## src/rtl/sdram_colburst.sv

```systemverilog
module sdram_colburst #(
  parameter int DW    = 16,
  parameter int COL_W = 4
) (
  input  logic          clk,
  input  logic          rst_n,
  input  logic          cke,
  input  logic [1:0]    cmd,
  input  logic [9:0]    addr,
  input  logic [DW-1:0] wdata,
  output logic [DW-1:0] rdata,
  output logic          rdata_oe
);

  localparam int DEPTH = 1 << COL_W;
  localparam logic [1:0] C_NOP  = 2'd0;
  localparam logic [1:0] C_RD   = 2'd1;
  localparam logic [1:0] C_WR   = 2'd2;
  localparam logic [1:0] C_MODE = 2'd3;

  logic             cke_q;
  logic [1:0]       m_lc;
  logic             m_il, m_cl3, m_ws;
  logic             active, is_wr;
  logic [COL_W-1:0] start;
  logic [2:0]       cnt;
  logic [DW-1:0]    mem [DEPTH];
  logic             v1, v2, v3;
  logic [DW-1:0]    d1, d2, d3;

  logic unused_bits;
  assign unused_bits = ^{addr[8:5], addr[3]};

  function automatic logic [COL_W-1:0] col_at(input logic [COL_W-1:0] base,
                                              input logic [2:0] k,
                                              input logic [2:0] msk,
                                              input logic il);
    logic [2:0] so, off;
    so  = base[2:0] & msk;
    off = (il ? (so ^ k) : (so + k)) & msk;
    return (base & ~COL_W'(msk)) | COL_W'(off);
  endfunction

  wire [3:0] blen    = 4'd1 << m_lc;
  wire [2:0] bmask   = 3'(blen - 4'd1);
  wire       busy    = active | v1 | v2 | (m_cl3 & v3);
  wire       freeze  = ~cke_q & busy;
  wire       accept  = ~freeze;
  wire       new_rw  = accept & ((cmd == C_RD) | (cmd == C_WR));
  wire [COL_W-1:0] cur_col = new_rw ? addr[COL_W-1:0] : col_at(start, cnt, bmask, m_il);
  wire       cont    = accept & (cmd == C_NOP) & active;
  wire       do_rd   = (accept & (cmd == C_RD)) | (cont & ~is_wr);
  wire       do_wr   = (accept & (cmd == C_WR)) | (cont & is_wr);

  always_ff @(posedge clk or negedge rst_n)
    if (!rst_n) cke_q <= 1'b1;
    else        cke_q <= cke;

  always_ff @(posedge clk or negedge rst_n) begin
    if (!rst_n) begin
      m_lc   <= 2'd0;
      m_il   <= 1'b0;
      m_cl3  <= 1'b0;
      m_ws   <= 1'b0;
      active <= 1'b0;
      is_wr  <= 1'b0;
      start  <= '0;
      cnt    <= 3'd0;
    end else if (accept) begin
      case (cmd)
        C_MODE: begin
          m_lc   <= addr[1:0];
          m_il   <= addr[2];
          m_cl3  <= addr[4];
          m_ws   <= addr[9];
          active <= 1'b0;
        end
        C_RD, C_WR: begin
          start  <= addr[COL_W-1:0];
          is_wr  <= (cmd == C_WR);
          cnt    <= 3'd1;
          active <= !((m_lc == 2'd0) || ((cmd == C_WR) && m_ws));
        end
        default: begin
          if (active) begin
            cnt <= cnt + 3'd1;
            if (cnt == bmask) active <= 1'b0;
          end
        end
      endcase
    end
  end

  always_ff @(posedge clk or negedge rst_n) begin
    if (!rst_n) begin
      for (int i = 0; i < DEPTH; i++) mem[i] <= '0;
    end else if (do_wr) begin
      mem[cur_col] <= wdata;
    end
  end

  always_ff @(posedge clk or negedge rst_n) begin
    if (!rst_n) begin
      v1 <= 1'b0; v2 <= 1'b0; v3 <= 1'b0;
      d1 <= '0;   d2 <= '0;   d3 <= '0;
      rdata    <= '0;
      rdata_oe <= 1'b0;
    end else if (accept) begin
      v1 <= do_rd;
      d1 <= mem[cur_col];
      v2 <= v1;
      d2 <= d1;
      v3 <= v2;
      d3 <= d2;
      rdata_oe <= m_cl3 ? v3 : v2;
      rdata    <= m_cl3 ? (v3 ? d3 : '0) : (v2 ? d2 : '0);
    end
  end

  p_freeze_hold_r8: assert property (@(posedge clk) disable iff (!rst_n)
    freeze |=> $stable(rdata) && $stable(rdata_oe) && $stable(cnt) && $stable(active));

  p_ignore_cmd_r9: assert property (@(posedge clk) disable iff (!rst_n)
    freeze |=> $stable(start) && $stable(is_wr) && $stable(m_lc) && $stable(m_cl3));

  p_single_write_r6: assert property (@(posedge clk) disable iff (!rst_n)
    (accept && cmd == C_WR && m_ws) |=> !active);

  p_cnt_window_r4: assert property (@(posedge clk) disable iff (!rst_n)
    active |-> (cnt != 3'd0) && (cnt <= bmask));

  p_idle_accept_r10: assert property (@(posedge clk) disable iff (!rst_n)
    (!busy && cmd == C_RD) |=> v1);

  p_mode_when_idle_r2: assert property (@(posedge clk) disable iff (!rst_n)
    (cmd == C_MODE && accept) |-> !busy);

  p_oe_data_r3: assert property (@(posedge clk) disable iff (!rst_n)
    !rdata_oe |-> rdata == '0);

endmodule

```

## config.mk

```make
export PLATFORM = sky130hd
export DESIGN_NAME = sdram_colburst
export DESIGN_NICKNAME = d
export VERILOG_FILES = /design/src/rtl/sdram_colburst.sv
export SDC_FILE = /design/constraint.sdc
export NUM_CORES = 1
export LEC_CHECK = 0
export ABC_AREA = 1
export BUFFER_PORTS_ARGS = -buffer_cell sky130_fd_sc_hd__buf_2
export CAP_MARGIN = 10
export CORE_ASPECT_RATIO = 0.6
export CORE_MARGIN = 10
export CORE_UTILIZATION = 39
export CTS_CLUSTER_SIZE = 16
export DETAILED_ROUTE_END_ITERATION = 10
export HOLD_SLACK_MARGIN = 0.1
export SLEW_MARGIN = 30
export SYNTH_ARGS = -nofsm -noshare
export SYNTH_HDL_FRONTEND = slang
export SYNTH_SLANG_ARGS = --single-unit
```

## constraint.sdc

```tcl
create_clock -name clk -period 8.25 [get_ports clk]
set_clock_uncertainty 0.2 [all_clocks]
set_input_delay 0.4125 -clock clk [delete_from_list [all_inputs] [get_ports clk]]
set_output_delay 0.4125 -clock clk [all_outputs]
set_load 0.02 [all_outputs]
```

* After elaboration in Yosys (flattened, before gate mapping)
Cells that the tools add are included.
** Word-level totals
- Output and inout port bits :: 17
- Register bits :: 339
- Logic and storage cells :: 97
- Bits of input ports :: 31
** Cells by class
- Muxes and demuxes :: 17
- Eq/ne operators :: 4
- Reduce and logical (&&, ||, !) cells :: 11
- $lt $le $gt $ge :: 2
- Bitwise gates (word level) :: 26
- Shifts and indexed selects :: 1
- Add/subtract/negate cells :: 3
** Operator list (count)
- $bwmux W256 :: 1
- $mux W16 :: 6
- $bmux W16 S4 :: 1
- $demux W16 S4 :: 1
- $and A1 B1 Y1 :: 9
- $and A3 B3 Y3 :: 2
- $mux W3 :: 2
- $or A1 B1 Y1 :: 6
- $pmux W3 S2 :: 1
- $ge A5 B5 Y1 const B :: 1
- $lt A5 B1 Y1 const B :: 1
- $not A4 Y5 :: 1
- $and A4 B4 Y4 :: 1
- $eq A2 B2 Y1 const B :: 2
- $logic_not A2 Y1 :: 2
- $mux W4 :: 1
- $not A1 Y1 :: 4
- $not A3 Y4 :: 1
- $or A4 B3 Y4 :: 1
- $reduce_and A2 Y1 :: 2
- $add A3 B1 Y3 const B :: 1
- $add A3 B3 Y3 :: 1
- $eq A3 B3 Y1 :: 1
- $mux W1 :: 3
- other kinds (11) :: 12

* Logic depth before layout (Yosys ltp)
Gate-level depths: netlist of run 1.
- Depth after elaboration :: 14
- Mapped depth :: 19

* Worst setup path before layout of run 1
OpenSTA, ideal clock, no wires.
- Path kind :: register to register
- Start point :: register m_lc[1]
- End point :: register d1[10]
- Arrival :: 2523 ps
- Clock period less this slack :: 2794 ps
- Buffers on the path :: 2
- Slack :: 5456 ps
- Setup time :: 71 ps
- Data required time :: 7979 ps
- Stages on the path, launching flop included :: 19
- Cells stage by stage :: dfrtp_1 -> nor2_2 -> nor2_1 -> ha_1 -> inv_1 -> fa_1 -> o21ai_0 -> nand2_1 -> o21ai_0 -> nand2_1 -> nand2_1 -> buf_2 -> clkbuf_1 -> nand2_1 -> nand2_1 -> nand2_1 -> nand3_1 -> nor2_1 -> nor2_1
** Between the ends
- Cells in the longest elaborated chain, start to end :: 12
** Ends and longest elaborated chain
- start, declared :: line 22 : logic [1:0] m_lc;
- start signal, assigned :: line 72 : m_lc <= addr[1:0];
- $shl A1 B2 Y3 * :: line 44 : wire [3:0] blen = 4'd1 << m_lc;
- $sub A3 B1 Y3 * :: line 45 : wire [2:0] bmask = 3'(blen - 4'd1);
- $and A3 B3 Y3 :: line 39 : so = base[2:0] & msk;
- $add A3 B3 Y3 or $xor A3 B3 Y3 (tied branches) :: line 40 : off = (il ? (so ^ k) : (so + k)) & msk;
- $mux W3 :: line 40
- $and A3 B3 Y3 :: line 40
- $or A4 B3 Y4 * :: line 41 : return (base & ~COL_W'(msk)) | COL_W'(off);
- $mux W4 * :: line 50 : wire [COL_W-1:0] cur_col = new_rw ? addr[COL_W-1:0] : col_at(start, cnt, bmask, m_il);
- $not A4 Y5 (not written as such) * :: line 110 : d1 <= mem[cur_col];
- $bmux W16 S4 * :: line 110
- $mux W16 (not written as such) * (2 in series) :: line 110
- end signal, assigned :: line 110
- end, declared :: line 29 : logic [DW-1:0] d1, d2, d3;
Mark *: on every way between the ends. The rest lies on a longest branch, timed or not. The select of a mux whose other input is x is not followed.
A chain may end at the register's enable or synchronous reset.

* Worst setup path in the final report of run 1
- Start point :: register m_lc[1]
- End point :: register mem[164] (netlist name)
** Between the ends
- Cells in the longest elaborated chain, start to end :: 14
** Ends and longest elaborated chain
- $shl A1 B2 Y3 * :: line 44
- $sub A3 B1 Y3 * :: line 45
- $and A3 B3 Y3 :: line 39
- $add A3 B3 Y3 or $xor A3 B3 Y3 (tied branches) :: line 40
- $mux W3 :: line 40
- $and A3 B3 Y3 :: line 40
- $or A4 B3 Y4 * :: line 41
- $mux W4 * :: line 50
- $not A4 Y5 (not written as such) * :: line 98 : mem[cur_col] <= wdata;
- $ge A5 B5 Y1 (not written as such) or $lt A5 B1 Y1 (tied branches) :: line 98
- $logic_and A1 B1 Y1 (not written as such) :: line 98
- $mux W16 (not written as such) :: line 98
- $demux W16 S4 * :: line 98
- $bwmux W256 * :: line 98
- end signal, assigned by index :: line 98
- end, declared :: line 27 : logic [DW-1:0] mem [DEPTH];
Mark *: on every way between the ends. The rest lies on a longest branch, timed or not.

==> results_dict.tcl, run 1 <==
set metrics [dict create \
    wl_mm 43.2 \
    setup-tns-final_ps 0 \
    holdWs_ps 156 \
    max_freq_mhz 203 \
    htreeDepth 2 \
    stdcell_count 2535 \
    io_buffers 43 \
    status "finished clean" \
    placementRows 57 \
    antenna_found_initial 0 \
    yosysMostFrequentCell "nand2_1" \
    die_y_um 176 \
    firstDrtPassIters 5 \
    nFillCells 3968 \
    wl_per_cell_um 17.1 \
    grt_pass1_wl_mm 70.7 \
    clkPwrFrac_pct 22.2 \
    synth_common_cells "740 x nand2_1, 338 x dfrtp_1, 167 x nor2_1, 166 x nand3_1, 114 x a21oi_1" \
    relSlewSlack_pct 38.7 \
    worst_slew_pin_slew_ps 920 \
    viasPerCell 5.15 \
    path_clk_slew_ps 60 \
    synth_cells 1998 \
    setup_violations 0 \
    clk-insertion-delay-late_ps 540 \
    mappedNetlistNets 2038 \
    cts_resized 0 \
    arrival_ps 5100 \
    p_sw_mw 3.06 \
    first_global_vias 12817 \
    crit_fanout 65 \
    critical_path.cell_chain "nor2_2 > nor2_1 > ha_1 > inv_1 > fa_1 > o21ai_0 > nand2_1 > o21ai_0 > nand2_1 > nand2_2 > buf_4 > inv_2 > buf_4 > nand3_4 > nor2_4 > a21oi_1" \
    nNetsFinal 2022 \
    ys.warnings.count 0 \
    antenna_cells 0 \
    cts_tree "yes" \
    drtAntennaViolNets 0 \
    cts_num_sinks 339 \
    gp_congestion 0.785 \
    fin_total_pwr_mw 7.33 \
    crit_required_ps 8420 \
    worst_hold_path.num_cells 4 \
    multi_input_area_sq_um 6470 \
    synth-edff-count 0 \
    fin_crit_sh_pct 59.7 \
    syn_avg_cell_area_sq_um 7.92 \
    synth-seq-cells 339 \
    crit_type "reg -> reg" \
    drive_above_1_share_pct 7.78 \
    synth.top_cells.by_area "dfrtp_1 53%, nand2_1 18%, nand3_1 5.2%" \
    io_pins 48 \
    r2r-start "m_lc[1]$_DFFE_PN0P_" \
    area_growth_pct 12.0 \
    switching_share_pct 41.8 \
    vias 13062 \
    comb_power_share_pct 40.2 \
    start_kind "register" \
    hold_end "cnt[2]$_DFFE_PN0P_" \
    dieArea_sq_um 49300 \
    die_x_um 280 \
    end_kind "register" \
    grt-ovfl-total 0 \
    drc 0 \
    worst_hold_startpoint "cmd[1]" \
    ys_dominant_reg_cell "dfrtp_1" \
    power.leakage_nw 8.78 \
    finalHoldViolCount 0 \
    power.density_nw_per_um2 414 \
    min_path_type "in -> reg" \
    cpPeakStageDelay_ps 750 \
    drt_iter0_drc 1299 \
    yosysSeqAreaShare_pct 53.6 \
    clockBufferDepth 3 \
    intPower_mw 4.27 \
    crit_path_top_delay_cell "nor2_4" \
    peakVddDrop_uv 308 \
    core-area_sq_um 40300 \
    drv_slew 0 \
    reg2reg_slack_ps 3330 \
    seqPwrFrac_pct 37.6 \
    fin_crit_ps 4920 \
    place_inst 2450 \
    start_util_pct 39.3 \
    rsz0062_at_grt "no" \
    maxCapViolCount 0 \
    synth_cell_types 33 \
    regArea_sq_um 8480 \
    synthArstFlopShare_pct 100 \
    grt_max_degree 166 \
    grt_usage_pct 17.6 \
    synth_top_area_share_pct 53.4 \
    numCtsBuffers 35 \
    cts-root-buf "clkbuf_16" \
    yosys.area.top_type "dfrtp_1" \
    r2r-end "mem[164]$_DFFE_PN0P_" \
    syn_area_sq_um 15800 \
    r2r_cells 16 \
    hpwl_mm 25.4 \
]
-- worst max path at each step --
| stage | cells after the start | end | start |
|---|---|---|---|
| 6_report | 16 | mem[164]$_DFFE_PN0P_ | m_lc[1]$_DFFE_PN0P_ |
| 4_1_cts | 16 | mem[251]$_DFFE_PN0P_ | m_lc[1]$_DFFE_PN0P_ |
| 3_3_place_gp | 16 | mem[188]$_DFFE_PN0P_ | m_lc[1]$_DFFE_PN0P_ |
| 3_5_place_dp | 16 | mem[164]$_DFFE_PN0P_ | m_lc[1]$_DFFE_PN0P_ |
| 2_1_floorplan | 18 | d1[10]$_DFFE_PN0P_ | m_lc[1]$_DFFE_PN0P_ |
| 5_1_grt | 17 | mem[176]$_DFFE_PN0P_ | m_lc[1]$_DFFE_PN0P_ |
-- critical path: cells and delay by family, from the launching register on --
family / cells / cell delay [ps]
simple gates: 7 / 1410
compound gates: 3 / 320
fa+ha+maj: 2 / 640
flops: 1 / 470
buf+inv: 4 / 1600
-- power by group through the flow --
stage	registers (mW)	clock network [mW]	logic (mW)
after detailed placement	2.78	0	2.93
after global routing	2.84	1.73	3.38
after CTS	2.76	1.67	2.96
final	2.76	1.62	2.95
after global placement	2.75	0	2.88
after floorplan	2.73	0	2.13
-- metrics by stage --
step / util (%) / setup WS, ps / cell area (sq um)
floorplan: - / 5460 / 15800
global placement: 40.4 / 3370 / 16300
detailed placement: 40.4 / 3310 / 16300
CTS: 43.9 / 3270 / 17700
global route: 44.0 / 2900 / 17700
finish: 44.0 / 3330 / 17700
-- layout make-up --
| type | count | area share [%] |
|---|---|---|
| Clock inverter | 6 | 0.487 |
| Timing Repair Buffer | 86 | 3.69 |
| Tap cell | 531 | 3.75 |
| Sequential cell | 339 | 47.9 |
| Multi-Input combinational cell | 1442 | 36.5 |
| Inverter | 78 | 1.65 |
| Clock buffer | 53 | 6.07 |
-- layout by cell type, fill, tap and decap left out, drive strengths merged, types with 6 or more instances in the layout --
cell type / Yosys / layout
clkbuf: 56 / 53
inv: 77 / 77
ha: 8 / 8
o221ai: 16 / 16
a21oi: 114 / 114
nand3: 168 / 168
dfrtp: 338 / 338
xor2: 6 / 6
nand2: 744 / 744
buf: 83 / 61
o21ai: 193 / 193
dlygate4sd3: 0 / 25
nor2: 180 / 180
-- cell families (layout without fill, tap and decap cells) --
logic type               Yosys count  after routing  share of synthesized area [%]
AND/OR/NAND/NOR                 1096           1096                           28.4
flip-flops                       339            339                           53.6
AO/OA/AOI/OAI                    328            328                           11.0
buffers and inverters            217            223                           5.76
adder cells (fa/ha/maj)            9              9                          0.759
XOR/XNOR                           6              6                          0.332
multiplexers                       3              3                          0.213
-- registers in the layout (all words and copies together), names as in the netlist, 2 cells and up --
name,flops
cnt,3
d1,16
d2,16
d3,16
m_lc,2
mem,256
rdata,16
start,4
-- layer usage --
| layer | share of wire (%) | GRT usage, % |
|---|---|---|
| met3 | 6.0 | 2.66 |
| met2 | 44 | 27.4 |
| met4 | 1.8 | 4.13 |
| met1 | 48 | 25.5 |
| met5 | 0 | 0 |
-- what timing repair did --
| item | CTS | global route |
|---|---|---|
| setup endpoints to repair | 0 | 0 |
| endpoints found under the hold margin | 126 | 0 |
| setup buffers | 0 | 0 |
| hold buffers | 25 | 0 |
Power figures use the tool's default switching activity.
==> inputs of run 2 (changes only) <==
==> constraint.sdc (replaced) <==
create_clock -name clk -period 4.1 [get_ports clk]
set_clock_uncertainty 0.2 [all_clocks]
set_input_delay 0.205 -clock clk [delete_from_list [all_inputs] [get_ports clk]]
set_output_delay 0.205 -clock clk [all_outputs]
set_load 0.02 [all_outputs]
==> results_dict.tcl, run 2 (synthesized netlist as in run 1, its figures left out) <==
set metrics [dict create \
    nNetsFinal 2047 \
    die_y_um 176 \
    fin_crit_ps 3530 \
    crit_required_ps 4360 \
    htreeDepth 2 \
    firstDrtPassIters 5 \
    switching_share_pct 42.0 \
    io_buffers 43 \
    setup-tns-final_ps 0 \
    clkPwrFrac_pct 22.1 \
    place_ws_ps 599 \
    numCtsBuffers 35 \
    fin_crit_sh_pct 86.0 \
    viasPerCell 5.15 \
    cts_tree "yes" \
    end_kind "register" \
    regArea_sq_um 8480 \
    clk-insertion-delay-late_ps 550 \
    vias 13193 \
    relSlewSlack_pct 37.7 \
    first_global_vias 12868 \
    rsz0062_at_grt "no" \
    start_kind "register" \
    nFillCells 3930 \
    wl_mm 43.7 \
    most-common-layout-cells "737 x nand2_1, 338 x dfrtp_1, 167 x nor2_1" \
    status "finished clean" \
    grt-ovfl-total 0 \
    cts-root-buf "clkbuf_16" \
    drc 0 \
    power.density_nw_per_um2 828 \
    min_path_type "in -> reg" \
    multi_input_area_sq_um 6460 \
    crit_type "reg -> reg" \
    drt_iter0_drc 1267 \
    intPower_mw 8.63 \
    maxCapViolCount 0 \
    worst_slack_ps 574 \
    finalHoldViolCount 0 \
    peakVddDrop_uv 464 \
    met3_length_mm 2.45 \
    hpwl_mm 26.3 \
    max_freq_mhz 284 \
    grt_pass1_wl_mm 71.3 \
    p_sw_mw 6.24 \
    setup_violations 0 \
    met1Wirelength_mm 21.5 \
    drive_above_1_share_pct 8.85 \
    arrival_ps 3790 \
    largest_register "mem" \
    io_pins 48 \
    seqPwrFrac_pct 37.3 \
    wl_per_cell_um 17.0 \
    path_clk_slew_ps 70 \
    post_dp_cell_area_sq_um 16500 \
    largest_register_ffs 256 \
    placementRows 57 \
    met2_length_mm 19.2 \
    crit_fanout 68 \
    design_area_sq_um 18000 \
    power.leakage_nw 8.92 \
    drv_slew 0 \
    clockBufferDepth 3 \
    grt_max_degree 117 \
    dieArea_sq_um 49300 \
    die_x_um 280 \
    grt_usage_pct 17.7 \
    comb_power_share_pct 40.6 \
    gp_congestion 0.811 \
    core-area_sq_um 40300 \
    final_common_cell "nand2_1" \
    antenna_found_initial 0 \
    topRoutingLayerUsed "met4" \
    worst_slew_pin_slew_ps 934 \
    antenna_cells 0 \
    area_growth_pct 13.5 \
    drtAntennaViolNets 0 \
    cts_num_sinks 339 \
    start_util_pct 39.3 \
]
==> run 2: changes by cell type in the layout (fill, tap and decap cells not counted), moves of 3 or more <==
cell           before  now
inv_6               0    4
clkbuf_8            9    5
buf_12              1    7
dlygate4sd3_1      25   28
clkinv_2            2    5
buf_4              13   32
buf_6               3    0
==> run 2: routing by layer <==
| metal | global-route usage [%] | vias up |
|---|---|---|
| met5 | 0 | - |
| met4 | 3.88 | 0 |
| met3 | 2.94 | 50 |
| met2 | 27.4 | 346 |
| met1 | 25.7 | 6368 |
| li1 | - | 6429 |
==> run 2: path summary, 6_finish.rpt <==
check,startpoint,endpoint,slack (ps),cells after the start
worst max-delay path,m_lc[1]$_DFFE_PN0P_,mem[253]$_DFFE_PN0P_,570,17
worst min-delay path,cke,cke_q$_DFF_PN1_,120,2
worst max register to register,m_lc[1]$_DFFE_PN0P_,mem[253]$_DFFE_PN0P_,570,17
worst min register to register,d2[9]$_DFFE_PN0P_,d2[9]$_DFFE_PN0P_,270,2
max in group asynchronous,rst_n,d1[13]$_DFFE_PN0P_,1960,5
min in group asynchronous,rst_n,mem[99]$_DFFE_PN0P_,480,3
==> run 2: repair_timing <==
item,in CTS,in global routing
buffers inserted,0,0
gates resized for setup,0,0
hold buffers,27,1
endpoints found under the hold margin,360,35
==> run 2: through the flow <==
stage          util, %  std cells  hold slack (ps)  power (mW)
2_1_floorplan        -       1998             -291        9.76
3_3_place_gp      41.0       2472              112        11.5
3_5_place_dp      41.0       2472              112        11.6
4_1_cts           44.5       2562              106        15.0
5_1_grt           44.6       2564              111        16.1
6_report          44.6       2564              119        14.9
==> run 2: power groups by stage <==
stage | clock [mW] | sequential [mW] | combinational [mW]
2_1_floorplan | 0 | 5.49 | 4.28
5_1_grt | 3.51 | 5.74 | 6.90
4_1_cts | 3.36 | 5.55 | 6.08
6_report | 3.28 | 5.55 | 6.04
3_5_place_dp | 0 | 5.60 | 6.03
3_3_place_gp | 0 | 5.54 | 5.91
==> run 2: cell type report <==
cell class	count	share of cell area, %
Sequential cell	339	47.2
Multi-Input combinational cell	1442	36.0
Clock buffer	47	5.40
Timing Repair Buffer	111	5.08
Tap cell	531	3.70
Inverter	78	1.63
Clock inverter	16	1.02
==> run 2: critical path, cell delays in order (launching register included) <==
cell and delay, ps:
dfrtp_1 480, nor2_2 110, nor2_1 100, ha_1 140, inv_1 50, fa_1 490, o21ai_0 80, nand2_1 50
o21ai_0 70, nand2_1 80, nand2_2 90, inv_2 70, buf_12 320, nand3_4 230, nor2_4 300, buf_4 310
nor2_1 60, a21oi_1 130
==> inputs of run 3 (changes only) <==
--- a/config.mk
+++ b/config.mk
@@ -9,11 +9,12 @@
 export BUFFER_PORTS_ARGS = -buffer_cell sky130_fd_sc_hd__buf_2
 export CAP_MARGIN = 10
 export CORE_ASPECT_RATIO = 0.6
-export CORE_MARGIN = 10
+export CORE_MARGIN = 5
 export CORE_UTILIZATION = 39
 export CTS_CLUSTER_SIZE = 16
 export DETAILED_ROUTE_END_ITERATION = 10
 export HOLD_SLACK_MARGIN = 0.1
+export SETUP_SLACK_MARGIN = 0.5
 export SLEW_MARGIN = 30
 export SYNTH_ARGS = -nofsm -noshare
 export SYNTH_HDL_FRONTEND = slang
==> results_dict.tcl, run 3 (synthesized netlist as in run 1, its figures left out) <==
set metrics [dict create \
    wl_per_cell_um 16.9 \
    arrival_ps 3570 \
    cpMostUsedCell "nand2_1" \
    viasPerCell 5.13 \
    dieArea_sq_um 44800 \
    drc 0 \
    wl_mm 43.4 \
    r2r-start "m_lc[1]$_DFFE_PN0P_" \
    max_freq_mhz 294 \
    critical_path.cell_chain "nor2_4 > nor2_1 > ha_1 > inv_1 > fa_1 > o21ai_0 > nand2_1 > o21ai_0 > nand2_1 > nand2_2 > inv_2 > buf_16 > nor3_4 > nand2_1 > buf_4 > nand2_1 > o21ai_1" \
    relSlewSlack_pct 40.1 \
    io_pins 48 \
    clockBufferDepth 3 \
    drv_slew 0 \
    grt-ovfl-total 0 \
    first_global_vias 13132 \
    cts_tree "yes" \
    cpPeakStageDelay_ps 470 \
    grt_max_degree 147 \
    drive_above_1_share_pct 9.06 \
    setup_violations 0 \
    hpwl_mm 26.1 \
    fin_crit_ps 3400 \
    finalHoldViolCount 0 \
    grt_usage_pct 19.4 \
    status "finished clean" \
    grt_pass1_wl_mm 72.0 \
    numCtsBuffers 35 \
    crit_required_ps 4280 \
    setup-tns-final_ps 0 \
    peakVddDrop_uv 416 \
    io_buffers 43 \
    largest_register_ffs 256 \
    firstDrtPassIters 5 \
    htreeDepth 2 \
    gp_congestion 0.791 \
    path_delay_family "simple AND/OR/NAND/NOR gates" \
    core-area_sq_um 40300 \
    cts-root-buf "clkbuf_16" \
    drtAntennaViolNets 0 \
    crit_buf_inv 4 \
    path_clk_slew_ps 60 \
    start_kind "register" \
    die_y_um 166 \
    placementRows 57 \
    cts_num_sinks 339 \
    crit_path_top_delay_cell "dfrtp_1" \
    crit_fanout 34 \
    area_growth_pct 14.6 \
    most-common-layout-cells "737 x nand2_1, 338 x dfrtp_1, 167 x nor2_1" \
    crit_type "reg -> reg" \
    drt_iter0_drc 1115 \
    stdcell_count 2563 \
    min_path_type "in -> reg" \
    rsz0062_at_grt "yes" \
    vias 13143 \
    nNetsFinal 2049 \
    antenna_found_initial 0 \
    utilization_pct 45.0 \
    power.density_nw_per_um2 833 \
    start_util_pct 39.3 \
    die_x_um 270 \
    worst_slew_pin_slew_ps 898 \
    final_common_cell "nand2_1" \
    clk-insertion-delay-late_ps 520 \
    startpoint "m_lc[1]$_DFFE_PN0P_" \
    maxCapViolCount 0 \
    fin_crit_sh_pct 82.9 \
    antenna_cells 0 \
    end_kind "register" \
    power.leakage_nw 9.01 \
    place_inst 2468 \
    largest_register "mem" \
    worst_hold_startpoint "cke" \
]
-- run 3: cell types whose count changed in the layout (fill, tap and decap cells not counted), sizes merged --
| cell | change |
|---|---|
| inv | -4 |
| bufinv | +2 |
| clkinv | +2 |
| clkinvlp | -2 |
| buf | +1 |
-- run 3: repair_timing --
action | in CTS | in global routing
buffers inserted | 0 | 4
hold buffers | 29 | 0
hold endpoints to repair | 547 | 0
resized for setup | 0 | 10
setup endpoints to repair | 0 | 131
-- run 3: routing by layer --
layer	track usage (%)	routed length (um)
met5	0	0
met2	29.7	18900
met3	3.25	2490
met1	29.2	21200
met4	4.25	702
-- run 3: metrics by stage --
step | hold WS (ps) | cell area (sq um) | total power, mW | setup WS [ps]
2_1_floorplan | -291 | 15800 | 9.76 | 1310
3_3_place_gp | -80.7 | 16500 | 11.4 | 655
3_5_place_dp | -79.2 | 16500 | 11.6 | 593
4_1_cts | 109 | 18000 | 15.1 | 553
5_1_grt | 128 | 18100 | 16.4 | 482
6_report | 130 | 18100 | 15.1 | 702
-- run 3: worst paths after layout --
| path | slack, ps | endpoint | cells past startpoint |
|---|---|---|---|
| min in group asynchronous | 610 | mem[99]$_DFFE_PN0P_ | 4 |
| worst min-delay path | 130 | cke_q$_DFF_PN1_ | 2 |
| worst max-delay path | 700 | mem[91]$_DFFE_PN0P_ | 17 |
| worst max register to register | 700 | mem[91]$_DFFE_PN0P_ | 17 |
| worst min register to register | 270 | d2[14]$_DFFE_PN0P_ | 2 |
| max in group asynchronous | 2280 | mem[236]$_DFFE_PN0P_ | 4 |
-- run 3: layout make-up --
type	instances	area (sq um)
Multi-Input combinational cell	1442	6470
Timing Repair Buffer	113	1000
Fill cell	3932	22200
Inverter	78	293
Sequential cell	339	8480
Clock buffer	46	1030
Tap cell	531	664
Clock inverter	14	199
-- run 3: power breakdown --
group          total (mW)  internal (mW)  switching [mW]
Combinational        6.13           2.03            4.09
Clock                3.43           2.08            1.35
Sequential           5.55           4.81           0.744
